File: src/rtl/fbw_pkg.sv
// Package: shared types and register offsets of the framebuffer burst writer.
// Assumes byte offsets on an 8-bit register address bus.
package fbw_pkg;
    typedef enum logic [1:0] {
        ST_IDLE = 2'd0,
        ST_ADDR = 2'd1,
        ST_DATA = 2'd2,
        ST_RESP = 2'd3
    } fbw_state_t;

    localparam logic [7:0] OFS_CTRL   = 8'h18;
    localparam logic [7:0] OFS_BASE   = 8'h1C;
    localparam logic [7:0] OFS_STATUS = 8'h2C;
    localparam logic [7:0] OFS_BYTES  = 8'h30;
    localparam logic [7:0] OFS_BURSTS = 8'h34;

    localparam int unsigned LINE_BYTES = 32;
    localparam int unsigned LINE_SHIFT = 5;
endpackage

File: src/rtl/fbw_fifo.sv
// Module: fbw_fifo - input queue for producer words.
// A word offered while full is dropped and reported on drop. Reads are
// first-word fall-through (head is valid whenever empty is low).
// Assumes DEPTH is a power of two.
module fbw_fifo #(
    parameter int W     = 64,
    parameter int DEPTH = 8
) (
    input  logic         clk,
    input  logic         rst_n,
    input  logic         push,
    input  logic [W-1:0] push_data,
    input  logic         pop,
    output logic [W-1:0] head,
    output logic         empty,
    output logic         full,
    output logic         drop
);
    localparam int PW = $clog2(DEPTH);

    logic [W-1:0] mem [DEPTH];
    logic [PW:0]  wp_q, rp_q;

    assign empty = (wp_q == rp_q);
    assign full  = (wp_q[PW-1:0] == rp_q[PW-1:0]) && (wp_q[PW] != rp_q[PW]);
    assign drop  = push && full;
    assign head  = mem[rp_q[PW-1:0]];

    // Store accepted words.
    always_ff @(posedge clk) begin
        if (push && !full) mem[wp_q[PW-1:0]] <= push_data;
    end

    // Advance the read and write pointers.
    always_ff @(posedge clk) begin
        if (!rst_n) begin
            wp_q <= '0;
            rp_q <= '0;
        end else begin
            if (push && !full) wp_q <= wp_q + 1'b1;
            if (pop && !empty) rp_q <= rp_q + 1'b1;
        end
    end
endmodule

File: src/rtl/fbw_regs.sv
// Module: fbw_regs - software register file: control, base, sticky flags, counters.
// A control write that sets arm while arm is clear produces the start pulse,
// which clears the sticky flags. A flag set in the same cycle wins over the clear.
module fbw_regs
    import fbw_pkg::*;
#(
    parameter logic [31:0] BASE_RST = 32'h8000_0000
) (
    input  logic        clk,
    input  logic        rst_n,
    input  logic        reg_wr,
    input  logic [7:0]  reg_addr,
    input  logic [31:0] reg_wdata,
    output logic [31:0] reg_rdata,
    input  logic        idle,
    input  logic        resp_done,
    input  logic        resp_err,
    input  logic        drop,
    output logic        arm,
    output logic        canary,
    output logic [31:0] base,
    output logic        start,
    output logic        err_flag,
    output logic        ovf_flag
);
    logic [31:0] bytes_q, bursts_q;

    assign start = reg_wr && (reg_addr == OFS_CTRL) && reg_wdata[0] && !arm;

    // Control and base registers.
    always_ff @(posedge clk) begin
        if (!rst_n) begin
            arm    <= 1'b0;
            canary <= 1'b1;
            base   <= BASE_RST;
        end else if (reg_wr) begin
            if (reg_addr == OFS_CTRL) begin
                arm    <= reg_wdata[0];
                canary <= reg_wdata[1];
            end
            if (reg_addr == OFS_BASE) base <= reg_wdata;
        end
    end

    // Sticky flags: cleared by start, set by events (set has priority).
    always_ff @(posedge clk) begin
        if (!rst_n) begin
            err_flag <= 1'b0;
            ovf_flag <= 1'b0;
        end else begin
            if (start)    err_flag <= 1'b0;
            if (resp_err) err_flag <= 1'b1;
            if (start)    ovf_flag <= 1'b0;
            if (drop)     ovf_flag <= 1'b1;
        end
    end

    // Acknowledged-traffic counters.
    always_ff @(posedge clk) begin
        if (!rst_n) begin
            bytes_q  <= '0;
            bursts_q <= '0;
        end else if (resp_done) begin
            bytes_q  <= bytes_q + LINE_BYTES;
            bursts_q <= bursts_q + 1'b1;
        end
    end

    // Read multiplexer.
    always_comb begin
        case (reg_addr)
            OFS_CTRL:   reg_rdata = {30'd0, canary, arm};
            OFS_BASE:   reg_rdata = base;
            OFS_STATUS: reg_rdata = {29'd0, ovf_flag, err_flag, idle};
            OFS_BYTES:  reg_rdata = bytes_q;
            OFS_BURSTS: reg_rdata = bursts_q;
            default:    reg_rdata = '0;
        endcase
    end
endmodule

File: src/rtl/fbw_burst.sv
// Module: fbw_burst - sequences one AXI write burst at a time.
// Phases run in the order address, data, response. Arm is sampled only while
// idle, so a burst that has started always finishes. A start pulse during a
// burst takes effect once the engine is idle again. The burst index counts
// acknowledged bursts since the last start.
module fbw_burst
    import fbw_pkg::*;
#(
    parameter int DATA_W       = 64,
    parameter int BEATS        = 4,
    parameter int FRAME_BURSTS = 256,
    parameter int IDX_W        = 9
) (
    input  logic              clk,
    input  logic              rst_n,
    input  logic              arm,
    input  logic              canary,
    input  logic              start,
    input  logic [31:0]       base,
    input  logic              fifo_empty,
    input  logic [DATA_W-1:0] fifo_head,
    output logic              fifo_pop,
    output logic [31:0]       m_awaddr,
    output logic [7:0]        m_awlen,
    output logic [2:0]        m_awsize,
    output logic [1:0]        m_awburst,
    output logic              m_awvalid,
    input  logic              m_awready,
    output logic [DATA_W-1:0] m_wdata,
    output logic [DATA_W/8-1:0] m_wstrb,
    output logic              m_wlast,
    output logic              m_wvalid,
    input  logic              m_wready,
    input  logic [1:0]        m_bresp,
    input  logic              m_bvalid,
    output logic              m_bready,
    output logic              idle,
    output logic              resp_done,
    output logic              resp_err
);
    localparam int BEAT_W = (BEATS > 1) ? $clog2(BEATS) : 1;

    fbw_state_t       state_q;
    logic [IDX_W-1:0] idx_q, idx_eff, limit;
    logic             clr_pend_q;
    logic [BEAT_W-1:0] beat_q;
    logic [31:0]      awaddr_q;
    logic             last_beat;

    assign idx_eff   = clr_pend_q ? '0 : idx_q;
    assign limit     = canary ? IDX_W'(1) : IDX_W'(FRAME_BURSTS);
    assign last_beat = (beat_q == BEAT_W'(BEATS - 1));

    assign m_awaddr  = awaddr_q;
    assign m_awlen   = 8'(BEATS - 1);
    assign m_awsize  = 3'($clog2(DATA_W / 8));
    assign m_awburst = 2'b01;
    assign m_awvalid = (state_q == ST_ADDR);
    assign m_wvalid  = (state_q == ST_DATA) && !fifo_empty;
    assign m_wdata   = fifo_head;
    assign m_wstrb   = '1;
    assign m_wlast   = (state_q == ST_DATA) && last_beat;
    assign m_bready  = (state_q == ST_RESP);
    assign fifo_pop  = m_wvalid && m_wready;
    assign idle      = (state_q == ST_IDLE);
    assign resp_done = m_bready && m_bvalid;
    assign resp_err  = resp_done && (m_bresp != 2'b00);

    // Burst sequencer: address phase, then data beats, then response.
    always_ff @(posedge clk) begin
        if (!rst_n) begin
            state_q    <= ST_IDLE;
            idx_q      <= '0;
            clr_pend_q <= 1'b0;
            beat_q     <= '0;
            awaddr_q   <= '0;
        end else begin
            if (start) clr_pend_q <= 1'b1;
            case (state_q)
                ST_IDLE: begin
                    idx_q      <= idx_eff;
                    clr_pend_q <= start;
                    if (arm && (idx_eff < limit)) begin
                        awaddr_q <= base + (32'(idx_eff) << LINE_SHIFT);
                        state_q  <= ST_ADDR;
                    end
                end
                ST_ADDR: begin
                    if (m_awready) begin
                        beat_q  <= '0;
                        state_q <= ST_DATA;
                    end
                end
                ST_DATA: begin
                    if (fifo_pop) begin
                        beat_q <= beat_q + 1'b1;
                        if (last_beat) state_q <= ST_RESP;
                    end
                end
                default: begin
                    if (m_bvalid) begin
                        idx_q   <= idx_q + 1'b1;
                        state_q <= ST_IDLE;
                    end
                end
            endcase
        end
    end
endmodule

File: src/rtl/fb_burst_writer.sv
// Module: fb_burst_writer - top of the armed framebuffer burst writer.
// Connects the input FIFO, the register file and the burst sequencer.
// Assumes a 32-byte line holds a whole number of data beats.
module fb_burst_writer #(
    parameter int          DATA_W      = 64,
    parameter int          FRAME_BYTES = 8192,
    parameter int          FIFO_DEPTH  = 8,
    parameter logic [31:0] BASE_RST    = 32'h8000_0000
) (
    input  logic                clk,
    input  logic                rst_n,
    input  logic                reg_wr,
    input  logic [7:0]          reg_addr,
    input  logic [31:0]         reg_wdata,
    output logic [31:0]         reg_rdata,
    input  logic                pix_valid,
    input  logic [DATA_W-1:0]   pix_data,
    output logic                pix_full,
    output logic [31:0]         m_awaddr,
    output logic [7:0]          m_awlen,
    output logic [2:0]          m_awsize,
    output logic [1:0]          m_awburst,
    output logic                m_awvalid,
    input  logic                m_awready,
    output logic [DATA_W-1:0]   m_wdata,
    output logic [DATA_W/8-1:0] m_wstrb,
    output logic                m_wlast,
    output logic                m_wvalid,
    input  logic                m_wready,
    input  logic [1:0]          m_bresp,
    input  logic                m_bvalid,
    output logic                m_bready
);
    localparam int BEATS        = fbw_pkg::LINE_BYTES / (DATA_W / 8);
    localparam int FRAME_BURSTS = FRAME_BYTES / fbw_pkg::LINE_BYTES;
    localparam int IDX_W        = $clog2(FRAME_BURSTS + 1);

    logic              arm, canary, start, idle, resp_done, resp_err;
    logic              err_flag, ovf_flag, drop;
    logic              fifo_empty, fifo_pop;
    logic [31:0]       base;
    logic [DATA_W-1:0] fifo_head;

    fbw_fifo #(.W(DATA_W), .DEPTH(FIFO_DEPTH)) u_fifo (
        .clk(clk), .rst_n(rst_n),
        .push(pix_valid), .push_data(pix_data),
        .pop(fifo_pop), .head(fifo_head),
        .empty(fifo_empty), .full(pix_full), .drop(drop)
    );

    fbw_regs #(.BASE_RST(BASE_RST)) u_regs (
        .clk(clk), .rst_n(rst_n),
        .reg_wr(reg_wr), .reg_addr(reg_addr), .reg_wdata(reg_wdata), .reg_rdata(reg_rdata),
        .idle(idle), .resp_done(resp_done), .resp_err(resp_err), .drop(drop),
        .arm(arm), .canary(canary), .base(base), .start(start),
        .err_flag(err_flag), .ovf_flag(ovf_flag)
    );

    fbw_burst #(.DATA_W(DATA_W), .BEATS(BEATS), .FRAME_BURSTS(FRAME_BURSTS), .IDX_W(IDX_W)) u_burst (
        .clk(clk), .rst_n(rst_n),
        .arm(arm), .canary(canary), .start(start), .base(base),
        .fifo_empty(fifo_empty), .fifo_head(fifo_head), .fifo_pop(fifo_pop),
        .m_awaddr(m_awaddr), .m_awlen(m_awlen), .m_awsize(m_awsize), .m_awburst(m_awburst),
        .m_awvalid(m_awvalid), .m_awready(m_awready),
        .m_wdata(m_wdata), .m_wstrb(m_wstrb), .m_wlast(m_wlast),
        .m_wvalid(m_wvalid), .m_wready(m_wready),
        .m_bresp(m_bresp), .m_bvalid(m_bvalid), .m_bready(m_bready),
        .idle(idle), .resp_done(resp_done), .resp_err(resp_err)
    );
endmodule

File: config.mk
export PLATFORM = sky130hd
export DESIGN_NAME = fb_burst_writer
export DESIGN_NICKNAME = d
export VERILOG_FILES = /design/src/rtl/fbw_pkg.sv /design/src/rtl/fbw_fifo.sv /design/src/rtl/fbw_regs.sv /design/src/rtl/fbw_burst.sv /design/src/rtl/fb_burst_writer.sv
export SDC_FILE = /design/constraint.sdc
export NUM_CORES = 1
export LEC_CHECK = 0
export BUFFER_PORTS_ARGS = -buffer_cell sky130_fd_sc_hd__buf_2
export CORE_ASPECT_RATIO = 1.1
export CORE_MARGIN = 2
export CORE_UTILIZATION = 58
export DETAILED_ROUTE_END_ITERATION = 8
export PLACE_DENSITY = 0.83
export SYNTH_ARGS = -nofsm -noshare
export SYNTH_HDL_FRONTEND = slang
export SYNTH_SLANG_ARGS = --single-unit
File: constraint.sdc
create_clock -name clk -period 8.9 [get_ports clk]
set_input_delay 0.445 -clock clk [delete_from_list [all_inputs] [get_ports clk]]
set_output_delay 0.445 -clock clk [all_outputs]
set_load 0.005 [all_outputs]
==> qor.yml, run 1 <==
setup_path:
  path_max_fanout: 45
  criticalPathCategory: "reg -> out"
  r2r_cells: 6
  crit_buf_inv: 2
  r2r-start: "u_fifo.wp_q[0]"
  ff2ff_setup_slack_ns: 5.38
  max_stage_delay_ns: 0.87
  critPathArrivalTime_ns: 3.41
  required_ns: 8.46
  cp_slowest_cell: "dfxtp_4"
  worst_r2r_endpoint: "u_fifo.mem[5][17]"
  setup.worst_path.end_class: "primary output"
  path_cells: "buf_4, mux4_2, mux2_2, buf_2"
  cp_top_family: "multiplexers"
  critPathLaunchType: "flop"
route:
  drc: 0
  via_per_inst: 6.16
  routed_wl_mm: 64.9
  vias: 16400
  routedWlPerCell_um: 24.4
  drtPass1Iterations: 5
  initialDrtViolationCount: 1733
  drtAntennaViolNets: 0
synth:
  synth_compound_area_share_pct: 4.08
  synth_xor_xnor_area_share_pct: 2.05
  async_flop_share_pct: 0
  syn_area_mm2: 0.0273
  synth_top_area_share_pct: 56.3
  synth_adder_area_share_pct: 0.898
  synthSimpleGateAreaFrac_pct: 8.49
  post-synth-top-count-cell: "edfxtp_1"
  synth_top_family_by_area: "multiplexers"
  synth_seq_cells: 664
  yosys_warnings: 0
  ys.flop_type: "edfxtp_1"
  synth_edf_count: 512
  synth_mux_area_share_pct: 14.6
  synth_common_cells: "edfxtp_1 (512), nand2_1 (182), dfxtp_1 (152), mux4_2 (128), nor2_1 (99)"
  yosysSeqAreaShare_pct: 67.4
  synth_top_area_cell: "edfxtp_1"
  avgSynthCellArea_um2: 15.4
  syn_inst: 1777
  ys_types: 70
  synth_area_leaders: "edfxtp_1 (56%), dfxtp_1 (11%), mux4_2 (11%)"
floorplanning:
  die_h_um: 232
  initial_core_util_pct: 58.6
  ios: 267
  coreArea_mm2: 0.0466
  placementRows: 83
  fp.dieArea_mm2: 0.0489
  dieWidth_um: 211
global_routing:
  antenna_found_initial: 4
  grt_max_degree: 90
  grt_util_all_layers_pct: 26.9
  grt_overflow: 0
  grt_pass1_vias: 16700
  grt_pass1_wl_mm: 98.0
status:
  status: "finished, final reports clean"
hold_path:
  worstHoldStart: "reg_wdata[31]"
  hold_end: "u_regs.base[31]"
  hp-class: "in -> reg"
  holdPathStages: 3
clock_tree:
  cts_resized: 0
  clkTransAtPathRegs_ns: 0.06
  holdBufCountCts: 0
  clk_latency_ns: 0.60
  cts_buffer_depth: 3
  h-tree-depth: 3
  clock_sinks: 664
  clockRootBuffer: "clkbuf_16"
  postCtsSetupRepairBufs: 0
  cts_made_buffers: 66
  cts_tree: "done"
timing:
  rsz0062_at_grt: "no"
  slew_violations: 0
  fin_tns_setup_ns: 0
  finalHoldViolCount: 0
  min_period_over_period_pct: 43.3
  fin_ws_ns: 5.04
  setup_viol: 0
  fmax_ghz: 0.259
  slew_headroom_pct: 21.8
  worst_pin_slew_ns: 1.17
  period_minus_slack_ns: 3.86
  fin_worst_skew_ns: 0.0316
placement:
  place.gp.congestion: 0.906
  io_buffers: 245
  placed_area_mm2: 0.0290
  dpl.hpwl_mm: 37.7
  dpl_worst_slack_ns: 5.36
cells_and_area:
  final.fill_count: 3015
  multiInputGateArea_mm2: 0.00839
  drive_above_1_share_pct: 28.1
  final_area_mm2: 0.0312
  syn_to_final_growth_pct: 14.2
  seq_area_mm2: 0.0184
  nets: 2140
  utilization_pct: 66.9
flow_run:
  cap_viol_max_count: 0
power:
  ir_drop_mv: 0.171
  p_total_mw: 6.51
  power_density_mw_per_mm2: 209
  p_leak_nw: 10.4
## metal layers
metal	vias to the layer above	track usage (%)	wire, µm
met4	2	12.3	2520
li1	7268	-	-
met1	8184	33.0	24400
met3	123	5.30	5110
met5	-	0	13
met2	805	46.2	32800
## power by group
part / internal (mW) / leakage (nW) / switching (mW)
Clock: 1.67 / 1.06 / 1.15
Sequential: 3.40 / 5.88 / 0.0239
Combinational: 0.102 / 3.47 / 0.166
Total: 5.17 / 10.4 / 1.34
## cell usage in the layout, fill, tap and decap left out, types with 10 or more instances in the layout
master / n
edfxtp_1: 512
buf_2: 245
nand2_1: 182
dfxtp_1: 149
mux4_2: 128
nor2_1: 93
a21oi_1: 73
clkbuf_16: 69
mux2_2: 67
o21ai_0: 53
xnor2_1: 41
nand3_1: 38
mux2i_1: 36
nand4_1: 26
xor2_1: 23
conb_1: 21
nor3_1: 19
inv_1: 18
ha_1: 18
buf_4: 17
or3_1: 16
and4_1: 14
clkbuf_1: 14
clkinv_1: 13
nor2b_1: 12
o31ai_1: 11
and3_1: 10
a311oi_1: 10
## worst min-delay path, cell delays in order
cell and delay, ns:
buf_2 0.07, nand2_1 0.04, nand3_1 0.07
## registers in the layout, summed over array words and instances (netlist names), named ones only
register and count:
u_burst.clr_pend_q 1, u_fifo.mem 512, u_fifo.rp_q 4, u_burst.idx_q 9, u_regs.arm 1, u_regs.err_flag 1
u_fifo.wp_q 4, u_regs.base 32, u_regs.bursts_q 32, u_regs.ovf_flag 1, u_burst.state_q 2, u_regs.bytes_q 27
u_regs.canary 1, u_burst.beat_q 2, u_burst.m_awaddr 32
## cell type report
cell class	count	area share, %
sequential	664	59.1
multi-input combinational	995	26.9
clock buffer	84	5.75
timing repair buffer	262	4.34
tap	595	2.39
clock inverter	35	1.30
inverter	19	0.237
antenna	6	0.0481
## kinds of logic (layout without fill, tap and decap cells)
family / count (synthesis) / count (layout)
flip-flops: 664 / 664
AND/OR/NAND/NOR: 476 / 476
multiplexers: 231 / 231
AO/OA/AOI/OAI: 184 / 184
buffers and inverters: 137 / 400
XOR/XNOR: 64 / 64
adder cells (fa/ha/maj): 19 / 19
other: 2 / 27
## worst max path at each step
stage                             end  slack (ns)  cells past startpoint           start
floorplan            u_fifo.mem[4][0]        2.70                      6  u_fifo.wp_q[0]
detailed placement  u_fifo.mem[2][30]        5.36                      6  u_fifo.wp_q[0]
finish                    m_wdata[45]        5.04                      4            flop
global placement    u_fifo.mem[2][30]        5.43                      6  u_fifo.wp_q[0]
CTS                       m_wdata[45]        4.91                      4            flop
global route              m_wdata[45]        4.77                      4            flop
## stage by stage
step	std cells	hold slack [ns]
floorplan	1796	0.431
global placement	2535	0.441
detailed placement	2535	0.447
CTS	2654	0.0456
global route	2656	0.0811
finish	2660	0.0770
Power figures use the tool's default switching activity.
==> run 2, diff against run 1 <==
ABC_AREA = 1   (was default)
CORE_UTILIZATION = 54   (was 58)
PLACE_DENSITY = 0.82   (was 0.83)
clock period = 3.5 ns   (was 8.9 ns; I/O delays follow)
==> run 2 against run 1 <==
  * Largest power group unchanged
  * Die area up 11%
  * Worst setup slack worse by 4.8 ns
  * Synthesized cell count up 51%
  * Power increased to 2.6 times the previous value
  * Sequential power grew to 2.5 times the previous value
  * Wire length up 18%
  * Sequential share of layout area down 3.5 points
  * Global-route usage increased by 1.1 points
  * Clock-buffer cell count fell by 3
  * Critical endpoint is now m_wdata[27]
  * Critical path type unchanged
  * Combinational power rose to 4.7 times the previous value
==> qor.yml, run 2 <==
status:
  status: "finished, final reports clean"
synth:
  syn_area_mm2: 0.0282  # +3.4%
  ys_types: 52  # -26%
  ys.flop_type: "edfxtp_1"
  synth_top_area_cell: "edfxtp_1"
  synth_seq_cells: 664  # unchanged
  async_flop_share_pct: 0  # unchanged
  yosysSeqAreaShare_pct: 65.2  # -2.2 points
  synth_common_cells: "nor2_1 (577), edfxtp_1 (512), o21ai_0 (330), nand2_1 (235), inv_1 (156)"
  syn_inst: 2692  # +51%
  post-synth-top-count-cell: "nor2_1"
  avgSynthCellArea_um2: 10.5  # -32%
  yosys_warnings: 0  # unchanged
  synth_area_leaders: "edfxtp_1 (54%), dfxtp_1 (11%), nor2_1 (7.7%)"
  synth_edf_count: 512  # unchanged
  synth_top_area_share_pct: 54.4  # -1.8 points
cells_and_area:
  final_cells: 3717  # +40%
  nets: 3130  # +46%
  final_common_cell: "nor2_1"
  seq_area_mm2: 0.0184  # about the same
  final_cell_mix: "nor2_1 (569), edfxtp_1 (512), o21ai_0 (330), buf_2 (245), nand2_1 (235)"
  utilization_pct: 64.5  # -2.4 points
  final.fill_count: 3715  # +23%
  largest_register_ffs: 512  # unchanged
  drive_above_1_share_pct: 14.2  # -14 points
  syn_to_final_growth_pct: 17.5
  multiInputGateArea_mm2: 0.00856  # +2.0%
route:
  drtPass1Iterations: 6  # +1
  routed_wl_mm: 76.9  # +18%
  routedWlPerCell_um: 20.7  # -15%
  drtAntennaViolNets: 0  # unchanged
  via_per_inst: 5.92  # -3.8%
  route.met3.wl_mm: 6.30  # +23%
  wl_met1_mm: 29.2  # +20%
  top_layer_used: "met5"
  drc: 0  # unchanged
  initialDrtViolationCount: 2642  # +52%
  vias: 22000  # +34%
  wl_met2_mm: 38.1  # +16%
global_routing:
  grt_pass1_vias: 21700  # +30%
  antenna_found_initial: 3  # -1
  grt_max_degree: 257  # +190%
  grt_pass1_wl_mm: 118  # +21%
  grt_overflow: 0  # unchanged
  grt_util_all_layers_pct: 27.9  # +1.1 points
setup_path:
  setup.worst_path.end_class: "primary output"
  path_cells: "buf_12, o21ai_0, o22ai_1, nor2_1, a31oi_1, buf_2"
  r2r-start: "u_burst.state_q[1]"
  critPathLaunchType: "flop"
  worst_r2r_endpoint: "u_regs.err_flag"
  critPathArrivalTime_ns: 3.03  # -0.38 ns
  cp_slowest_cell: "buf_12"
  path_max_fanout: 256  # +470%
  r2r_cells: 6  # unchanged
  criticalPathCategory: "reg -> out"
  max_stage_delay_ns: 0.60  # -0.27 ns
  required_ns: 3.32  # -5.14 ns
  ff2ff_setup_slack_ns: 0.94  # -4.44 ns
power:
  ir_drop_mv: 0.607  # +250%
  p_leak_nw: 12.1  # +16%
  power_density_mw_per_mm2: 516  # +150%
timing:
  setup_viol: 0  # unchanged
  rsz0062_at_grt: "no"
  slew_headroom_pct: 11.7  # -10 points
  fmax_ghz: 0.312
  finalHoldViolCount: 0  # unchanged
  period_minus_slack_ns: 3.21
  min_period_over_period_pct: 91.7
  whs_ns: 0.0346  # -0.0424 ns
  slew_violations: 0  # unchanged
  fin_worst_skew_ns: 0.0316  # -0.0000715 ns
  worst_pin_slew_ns: 1.33  # +0.155 ns
  fin_tns_setup_ns: 0  # unchanged
hold_path:
  worstHoldStart: "reg_wdata[26]"
  hold_end: "u_regs.base[26]"
  holdPathStages: 3  # unchanged
  hp-class: "in -> reg"
clock_tree:
  cts_made_buffers: 67  # +1.5%
  clock_sinks: 664  # unchanged
  h-tree-depth: 3  # unchanged
  clkTransAtPathRegs_ns: 0.06  # about the same
  clockRootBuffer: "clkbuf_16"
  cts_tree: "done"
  clk_latency_ns: 0.63  # +0.03 ns
  cts_buffer_depth: 3  # unchanged
floorplanning:
  coreArea_mm2: 0.0515  # +10%
  die_h_um: 244  # +5.3%
  initial_core_util_pct: 54.8  # -3.7 points
  placementRows: 87  # +4.8%
  ios: 267  # unchanged
  dieWidth_um: 222  # +5.3%
  fp.dieArea_mm2: 0.0541  # +11%
placement:
  place.gp.congestion: 0.951  # +5.0%
  dpl.hpwl_mm: 45.2  # +20%
  dp.cells: 3494  # +38%
  io_buffers: 245  # unchanged
flow_run:
  cap_viol_max_count: 0  # unchanged
[run 2: changes by cell type after synthesis, sizes merged, moves of 62 or more]
cell   change
nor2     +491
o21ai    +291
inv      +145
mux4     -128
mux2      -67
o22ai     +66
a31oi     +62
nand2     +62
[run 2: worst max-delay path, delay by kind of cell (launching register included)]
kind / cells / cell delay [ns]
compound gates: 3 / 0.80
buf+inv: 2 / 0.79
simple gates: 1 / 0.06
flops: 1 / 0.38
[run 2: worst max-delay path by stage]
stage                  endpoint      startpoint  slack (ns)
4_1_cts              m_wdata[5]            flop        0.15
2_1_floorplan  u_fifo.mem[0][0]  u_fifo.wp_q[2]       -0.74
3_5_place_dp        m_wdata[27]            flop        0.84
3_3_place_gp        m_wdata[27]            flop        0.83
5_1_grt             m_wdata[12]            flop        0.19
6_report            m_wdata[27]            flop        0.29
[run 2: area by class of cell]
class / instances / area share (%)
clock buffers: 81 / 5.30
multi-input cells: 1721 / 25.8
inverters: 166 / 1.90
diodes: 1 / 0.00754
flip-flops and latches: 664 / 55.5
well taps: 667 / 2.51
repair buffers: 378 / 7.75
clock inverters: 39 / 1.24
[run 2: metal layers]
layer | up-vias | GRT usage [%]
li1 | 10000 | -
met1 | 10500 | 35.0
met2 | 1241 | 47.7
met3 | 220 | 3.93
met4 | 4 | 13.8
met5 | - | 0
[run 2: what timing repair did]
action | CTS | global route
endpoints found under the hold margin | 554 | 0
endpoints found under the setup margin | 0 | 1
hold buffers | 102 | 0
gates resized for setup | 0 | 1
setup buffers | 0 | 0
[run 2: logic make-up (layout without fill, tap and decap cells)]
kind of cell | after synthesis | after routing | share of synthesized area [%]
compound gates | 634 | 634 | 12.5
xor+xnor | 39 | 39 | 1.21
fa+ha+maj | 19 | 19 | 0.868
buf+inv | 326 | 664 | 4.95
flops | 664 | 664 | 65.2
other cells | 2 | 22 | 0.0266
simple gates | 1008 | 1008 | 15.2
[run 2: through the flow]
stage	setup slack [ns]	total power [mW]	area (µm²)
finish	0.291	17.1	33200
global route	0.192	17.6	33200
CTS	0.155	17.2	33200
detailed placement	0.840	10.0	30000
global placement	0.830	9.96	30000
floorplan	-0.744	9.56	28300
[run 2: report_power, final]
part | switching (mW) | internal (mW) | leakage [nW]
Sequential | 0.0680 | 8.65 | 5.88
Combinational | 0.826 | 0.436 | 5.18
Clock | 3.13 | 4.03 | 1.05
